### src/rtl/pred_rf_pkg.sv
package pred_rf_pkg;

    // Encoding of the per-port compare kind bit.
    typedef enum logic {
        CMP_NORMAL = 1'b0,
        CMP_PW1    = 1'b1
    } cmp_kind_e;

endpackage

### src/rtl/pred_cmp_decode.sv
module pred_cmp_decode
    import pred_rf_pkg::*;
#(
    parameter int unsigned NPRED = 8,
    localparam int unsigned IDX_W = $clog2(NPRED)
) (
    input  logic             valid,
    input  logic             kind,
    input  logic             rel,
    input  logic [IDX_W-1:0] dst_t,
    input  logic [IDX_W-1:0] dst_f,
    output logic [NPRED-1:0] set_mask,
    output logic [NPRED-1:0] clr_mask
);

    cmp_kind_e kind_e;
    assign kind_e = cmp_kind_e'(kind);

    // Translate one compare result into predicates to force high or low.
    always_comb begin
        set_mask = '0;
        clr_mask = '0;
        if (valid) begin
            unique case (kind_e)
                CMP_PW1: begin
                    if (rel) begin
                        set_mask[dst_t] = 1'b1;
                        clr_mask[dst_f] = 1'b1;
                    end
                end
                default: begin
                    if (rel) set_mask[dst_t] = 1'b1;
                    else     clr_mask[dst_t] = 1'b1;
                    if (rel) clr_mask[dst_f] = 1'b1;
                    else     set_mask[dst_f] = 1'b1;
                end
            endcase
        end
    end

    // An idle port produces no update at all.
    always_comb begin
        if (!valid) begin
            p_idle_no_masks_r9: assert ((set_mask | clr_mask) == '0);
        end
    end

    // A failing parallel-write-one compare leaves every predicate alone.
    always_comb begin
        if (valid && kind_e == CMP_PW1 && !rel) begin
            p_pw1_false_hold_r4: assert ((set_mask | clr_mask) == '0);
        end
    end

endmodule

### src/rtl/pred_merge.sv
module pred_merge #(
    parameter int unsigned NPRED = 8,
    parameter int unsigned NCMP  = 4
) (
    input  logic [NPRED-1:0]           row_q,
    input  logic [NCMP-1:0][NPRED-1:0] set_masks,
    input  logic [NCMP-1:0][NPRED-1:0] clr_masks,
    output logic [NPRED-1:0]           row_d
);

    logic [NPRED-1:0] any_set;
    logic [NPRED-1:0] any_clr;

    // Collapse all ports into a single set and clear vector.
    always_comb begin
        any_set = '0;
        any_clr = '0;
        for (int c = 0; c < NCMP; c++) begin
            any_set = any_set | set_masks[c];
            any_clr = any_clr | clr_masks[c];
        end
    end

    // Clear first, then set: a 1 from any port overrides a 0.
    // Slot 0 is never stored; it reads as a constant 1.
    always_comb begin
        row_d    = (row_q & ~any_clr) | any_set;
        row_d[0] = 1'b0;
    end

    for (genvar i = 1; i < NPRED; i++) begin : g_chk
        always_comb begin
            if (any_set[i]) begin
                p_set_wins_r5: assert (row_d[i]);
            end
        end
    end

endmodule

### src/rtl/pred_read_mux.sv
module pred_read_mux #(
    parameter int unsigned NBANK = 16,
    parameter int unsigned NPRED = 8,
    localparam int unsigned BANK_W = $clog2(NBANK),
    localparam int unsigned IDX_W  = $clog2(NPRED)
) (
    input  logic [NBANK*NPRED-1:0] preds,
    input  logic [BANK_W-1:0]      bank,
    input  logic [IDX_W-1:0]       idx,
    output logic                   val
);

    // Index 0 is hard-wired true; all others come from the active bank.
    always_comb begin
        if (idx == '0) val = 1'b1;
        else           val = preds[{bank, idx}];
    end

endmodule

### src/rtl/pred_regfile.sv
module pred_regfile
    import pred_rf_pkg::*;
#(
    parameter int unsigned NUM_BANKS = 16,
    parameter int unsigned NPRED     = 8,
    parameter int unsigned NUM_CMP   = 4,
    parameter int unsigned NUM_RD    = 2,
    localparam int unsigned BANK_W   = $clog2(NUM_BANKS),
    localparam int unsigned IDX_W    = $clog2(NPRED)
) (
    input  logic                      clk,
    input  logic                      rst_n,
    input  logic                      bank_we,
    input  logic [BANK_W-1:0]         bank_wdata,
    input  logic [NUM_CMP-1:0]        cmp_valid,
    input  logic [NUM_CMP-1:0]        cmp_kind,
    input  logic [NUM_CMP-1:0]        cmp_rel,
    input  logic [NUM_CMP*IDX_W-1:0]  cmp_dst_t,
    input  logic [NUM_CMP*IDX_W-1:0]  cmp_dst_f,
    input  logic [NUM_RD*IDX_W-1:0]   rd_idx,
    output logic [NUM_RD-1:0]         rd_val
);

    typedef struct packed {
        logic [BANK_W-1:0]                 bank;
        logic [NUM_BANKS-1:0][NPRED-1:0]   pred;
    } rf_state_t;

    rf_state_t state_d, state_q;

    logic [NUM_CMP-1:0][NPRED-1:0] set_m;
    logic [NUM_CMP-1:0][NPRED-1:0] clr_m;
    logic [NPRED-1:0]              row_q;
    logic [NPRED-1:0]              row_d;
    logic [NUM_BANKS*NPRED-1:0]    pred_flat;

    // One decoder per compare write port.
    for (genvar c = 0; c < NUM_CMP; c++) begin : g_cmp
        pred_cmp_decode #(.NPRED(NPRED)) i_dec (
            .valid    (cmp_valid[c]),
            .kind     (cmp_kind[c]),
            .rel      (cmp_rel[c]),
            .dst_t    (cmp_dst_t[c*IDX_W +: IDX_W]),
            .dst_f    (cmp_dst_f[c*IDX_W +: IDX_W]),
            .set_mask (set_m[c]),
            .clr_mask (clr_m[c])
        );
    end

    assign row_q = state_q.pred[state_q.bank];

    pred_merge #(.NPRED(NPRED), .NCMP(NUM_CMP)) i_merge (
        .row_q     (row_q),
        .set_masks (set_m),
        .clr_masks (clr_m),
        .row_d     (row_d)
    );

    // Next state: merged row goes back into the bank active now;
    // a bank-select write takes over from the next cycle.
    always_comb begin
        state_d = state_q;
        state_d.pred[state_q.bank] = row_d;
        if (bank_we) state_d.bank = bank_wdata;
    end

    always_ff @(posedge clk) begin
        if (!rst_n) state_q <= '0;
        else        state_q <= state_d;
    end

    assign pred_flat = state_q.pred;

    for (genvar r = 0; r < NUM_RD; r++) begin : g_rd
        pred_read_mux #(.NBANK(NUM_BANKS), .NPRED(NPRED)) i_rd (
            .preds (pred_flat),
            .bank  (state_q.bank),
            .idx   (rd_idx[r*IDX_W +: IDX_W]),
            .val   (rd_val[r])
        );

        p_idx0_true_r2: assert property (@(posedge clk) disable iff (!rst_n)
            (rd_idx[r*IDX_W +: IDX_W] == '0) |-> rd_val[r]);
    end

    p_bank_switch_r7: assert property (@(posedge clk) disable iff (!rst_n)
        bank_we |=> (state_q.bank == $past(bank_wdata)));

    p_idle_ports_hold_r9: assert property (@(posedge clk) disable iff (!rst_n)
        (cmp_valid == '0) |=> $stable(state_q.pred));

    for (genvar b = 0; b < NUM_BANKS; b++) begin : g_bank_chk
        p_idle_bank_stable_r6: assert property (@(posedge clk) disable iff (!rst_n)
            (state_q.bank != BANK_W'(b)) |=> $stable(state_q.pred[b]));
    end

endmodule

### config.mk
export PLATFORM = sky130hd
export DESIGN_NAME = pred_regfile
export DESIGN_NICKNAME = d
export VERILOG_FILES = /design/src/rtl/pred_rf_pkg.sv /design/src/rtl/pred_cmp_decode.sv /design/src/rtl/pred_merge.sv /design/src/rtl/pred_read_mux.sv /design/src/rtl/pred_regfile.sv
export SDC_FILE = /design/constraint.sdc
export NUM_CORES = 1
export LEC_CHECK = 0
export BUFFER_PORTS_ARGS = -buffer_cell sky130_fd_sc_hd__clkbuf_2
export CORE_ASPECT_RATIO = 1.4
export CORE_MARGIN = 2
export CORE_UTILIZATION = 40
export CTS_CLUSTER_SIZE = 25
export DETAILED_ROUTE_END_ITERATION = 10
export PLACE_DENSITY = 0.67
export SYNTH_ARGS = -nofsm -noshare
export SYNTH_HDL_FRONTEND = slang
export SYNTH_SLANG_ARGS = --single-unit
### constraint.sdc
create_clock -name clk -period 2.98 [get_ports clk]
set_input_delay 0.149 -clock clk [delete_from_list [all_inputs] [get_ports clk]]
set_output_delay 0.149 -clock clk [all_outputs]
set_load 0.02 [all_outputs]
==> flow_metrics.tcl <==
set metrics [dict create \
    grt_pass1_wl_mm 41.26 \
    grt_use_total 0.2611 \
    root_buffer "clkbuf_16" \
    yosysUniqueCellTypes 47 \
    h-tree-depth 4 \
    setup_viol 0 \
    outcome "finished, final reports clean" \
    ant_nets 0 \
    syn_area_mm2 0.007802 \
    cts_tree "done" \
    fmax_mhz 350.7 \
    p_sw_uw 1372 \
    drv_slew 0 \
    die_w_um 122.0 \
    dr.pass1.iters 6 \
    drt-total-wl_mm 26.80 \
    final_common_cell "o21ai_0" \
    place_congestion 1.007 \
    worst-path-buf-inv 1 \
    synthArstFlopShare 0 \
    worst_pin_slew_ns 1.103 \
    regToRegEndpoint "pred_flat[119]" \
    syn-num-nets 891 \
    worstPathRequired_ns 2.83 \
    yosys.area.top_type "dfxtp_1" \
    p_int_uw 3289 \
    final_cell_mix "128 x o21ai_0, 114 x dfxtp_1, 110 x a21oi_1" \
    worstHoldStart "bank_wdata[0]" \
    synth_top_area_frac 0.2976 \
    syn2layout_area_growth_pct 16.04 \
    grt_max_degree 117 \
    power_frac_seq 0.359 \
    cts_made_buffers 17 \
    setup_tns_ns 0 \
    dp_hpwl_mm 18.82 \
    period_share 0.9569 \
    p_leak_uw 0.003176 \
    globalRoute.totalOverflow 0 \
    port_buffers 50 \
    crit_chain "mux2_1, a221oi_1, nor2b_1, a222oi_1, o211ai_1, or4_4, clkbuf_2" \
    vias_per_cell 6.761 \
    ios 51 \
    cpMaxStageDelayCell "or4_4" \
    path_clk_slew_ns 0.06 \
    synth-edff-count 0 \
    nets 923 \
    hold_path_class "in -> reg" \
    drc 0 \
    critPathKind "reg -> out" \
    synth_seq_cells 116 \
    critical_path_arrival_ns 2.70 \
    p_sw_frac 0.2944 \
    drv_cap 0 \
    grt_antenna_before_repair 0 \
    r2r_start "state_q[128]" \
    cts_buffer_depth 2 \
    die_h_um 169.3 \
    rsz0062_at_grt "false" \
    cp_max_fo 4 \
    crit_path_end_kind "primary output" \
    slew_headroom 0.2582 \
    synth.avg_cell_area_um2 9.267 \
    slowest_delay_ns 0.57 \
    crit_family "compound AO/OA/AOI/OAI gates" \
    vias 7674 \
    peakVddDrop_mv 0.3111 \
    coreArea_mm2 0.01914 \
    drive_gt1_frac 0.2864 \
    placementRows 60 \
    drtIter0Drc 788 \
    holdPathStages 3 \
    comb_power_share 0.187 \
    synth_cells 842 \
    wire_per_inst_um 23.61 \
    yosys_warnings 0 \
    finClkSkew_ns 0.008814 \
    power.density_mw_per_mm2 514.8 \
    netlist_top_cells_area "dfxtp_1 30%, mux4_2 19%, o21ai_0 8.2%" \
    cts.sinks 116 \
    clk_latency_ns 0.42 \
    worstHoldEndpoint "state_q[128]" \
    synth_flop_cell "dfxtp_1" \
    yosysSeqAreaShare 0.2976 \
    startpoint_type "register" \
    finalCriticalPeriod_ns 2.851 \
    num_antenna_cells 0 \
    grt_pass1_vias 7316 \
    start_util 0.4076 \
    dp.cells 1101 \
    clkPwrFrac 0.454 \
    crit_cells 7 \
    reg2reg_depth 8 \
    hold_viol_final 0 \
    fin_cells 1135 \
    reg2reg_setup_slack_ns 0.47 \
    die_area_mm2 0.02066 \
]
## through the flow
stage               hold WS, ns    util  setup WS (ns)  power, uW  area (um2)
CTS                     0.01693  0.4705        0.01170       4648        9007
detailed placement       0.4295  0.4386         0.2546       2550        8397
global route            0.05035  0.4729       0.004049       4799        9054
finish                  0.02449  0.4729         0.1285       4661        9054
global placement         0.4318  0.4386         0.2987       2542        8397
floorplan                0.3185       -         0.5349       2224        7802
## metal layers
layer	routed length (um)	vias up	track usage
met5	0	-	0
met4	1707	0	0.1654
met1	9935	3701	0.3081
met3	2051	124	0.04704
li1	-	3405	-
met2	13100	444	0.4341
## worst max path at each step
stage,startpoint,to,slack [ns]
floorplan,rd_idx[1],rd_val[0],0.53
global placement,state_q[129],pred_flat[118],0.30
detailed placement,state_q[129],pred_flat[118],0.25
CTS,state_q[128],rd_val[1],0.01
global route,pred_flat[98],rd_val[1],0.004
finish,pred_flat[98],rd_val[1],0.13
## Yosys cell counts, drive strengths merged (2+ instances only)
cell type	instances
or3	9
and3b	2
buf	40
o32ai	15
mux2	32
a221oi	16
nor2	19
and3	6
a22oi	47
nand3	6
mux4	67
a221o	3
or3b	8
inv	2
nor2b	13
nand2b	28
o211ai	2
dfxtp	116
o21ai	128
nor3	13
o22ai	42
mux2i	4
clkbuf	49
a21oi	121
nor4	2
nand2	38
## flip-flops by register name, indices dropped and copies added (netlist names)
| register | flops |
|---|---|
| pred_flat | 112 |
| state_q | 4 |
## final cells by class
type | count | area (um2)
repair buffers | 102 | 770.7
clock inverters | 14 | 178.9
fillers | 1789 | 10090
well taps | 248 | 310.3
inverters | 2 | 7.507
clock buffers | 18 | 429.2
multi-input cells | 635 | 5027
flip-flops and latches | 116 | 2330
## tightest hold or removal path: cells and delay by family
kind	cells	cell delay (ns)
buffers and inverters	1	0.09
muxes	1	0.06
and+or+nand+nor	1	0.11
## logic make-up (layout without fill, tap and decap cells)
group,Yosys count,after routing,synth area share
muxes,103,103,0.2447
and+or+nand+nor,149,149,0.1022
DFF,116,116,0.2976
buffers and inverters,91,136,0.06030
AOI/OAI and AO/OA,383,383,0.2952
## power groups by stage
stage               logic [uW]  clock network (uW)  registers, uW
floorplan                  558                   0           1670
detailed placement         841                   0           1710
CTS                        845                2130           1680
global placement           833                   0           1710
global route               926                2200           1680
finish                     873                2120           1670
## what timing repair did
action,4_1_cts,5_1_grt
gates resized for setup,1,4
setup buffers,0,2
setup endpoints to repair,2,2
hold buffers,0,0
pin swaps,0,2
(Power assumes the default switching activity.)
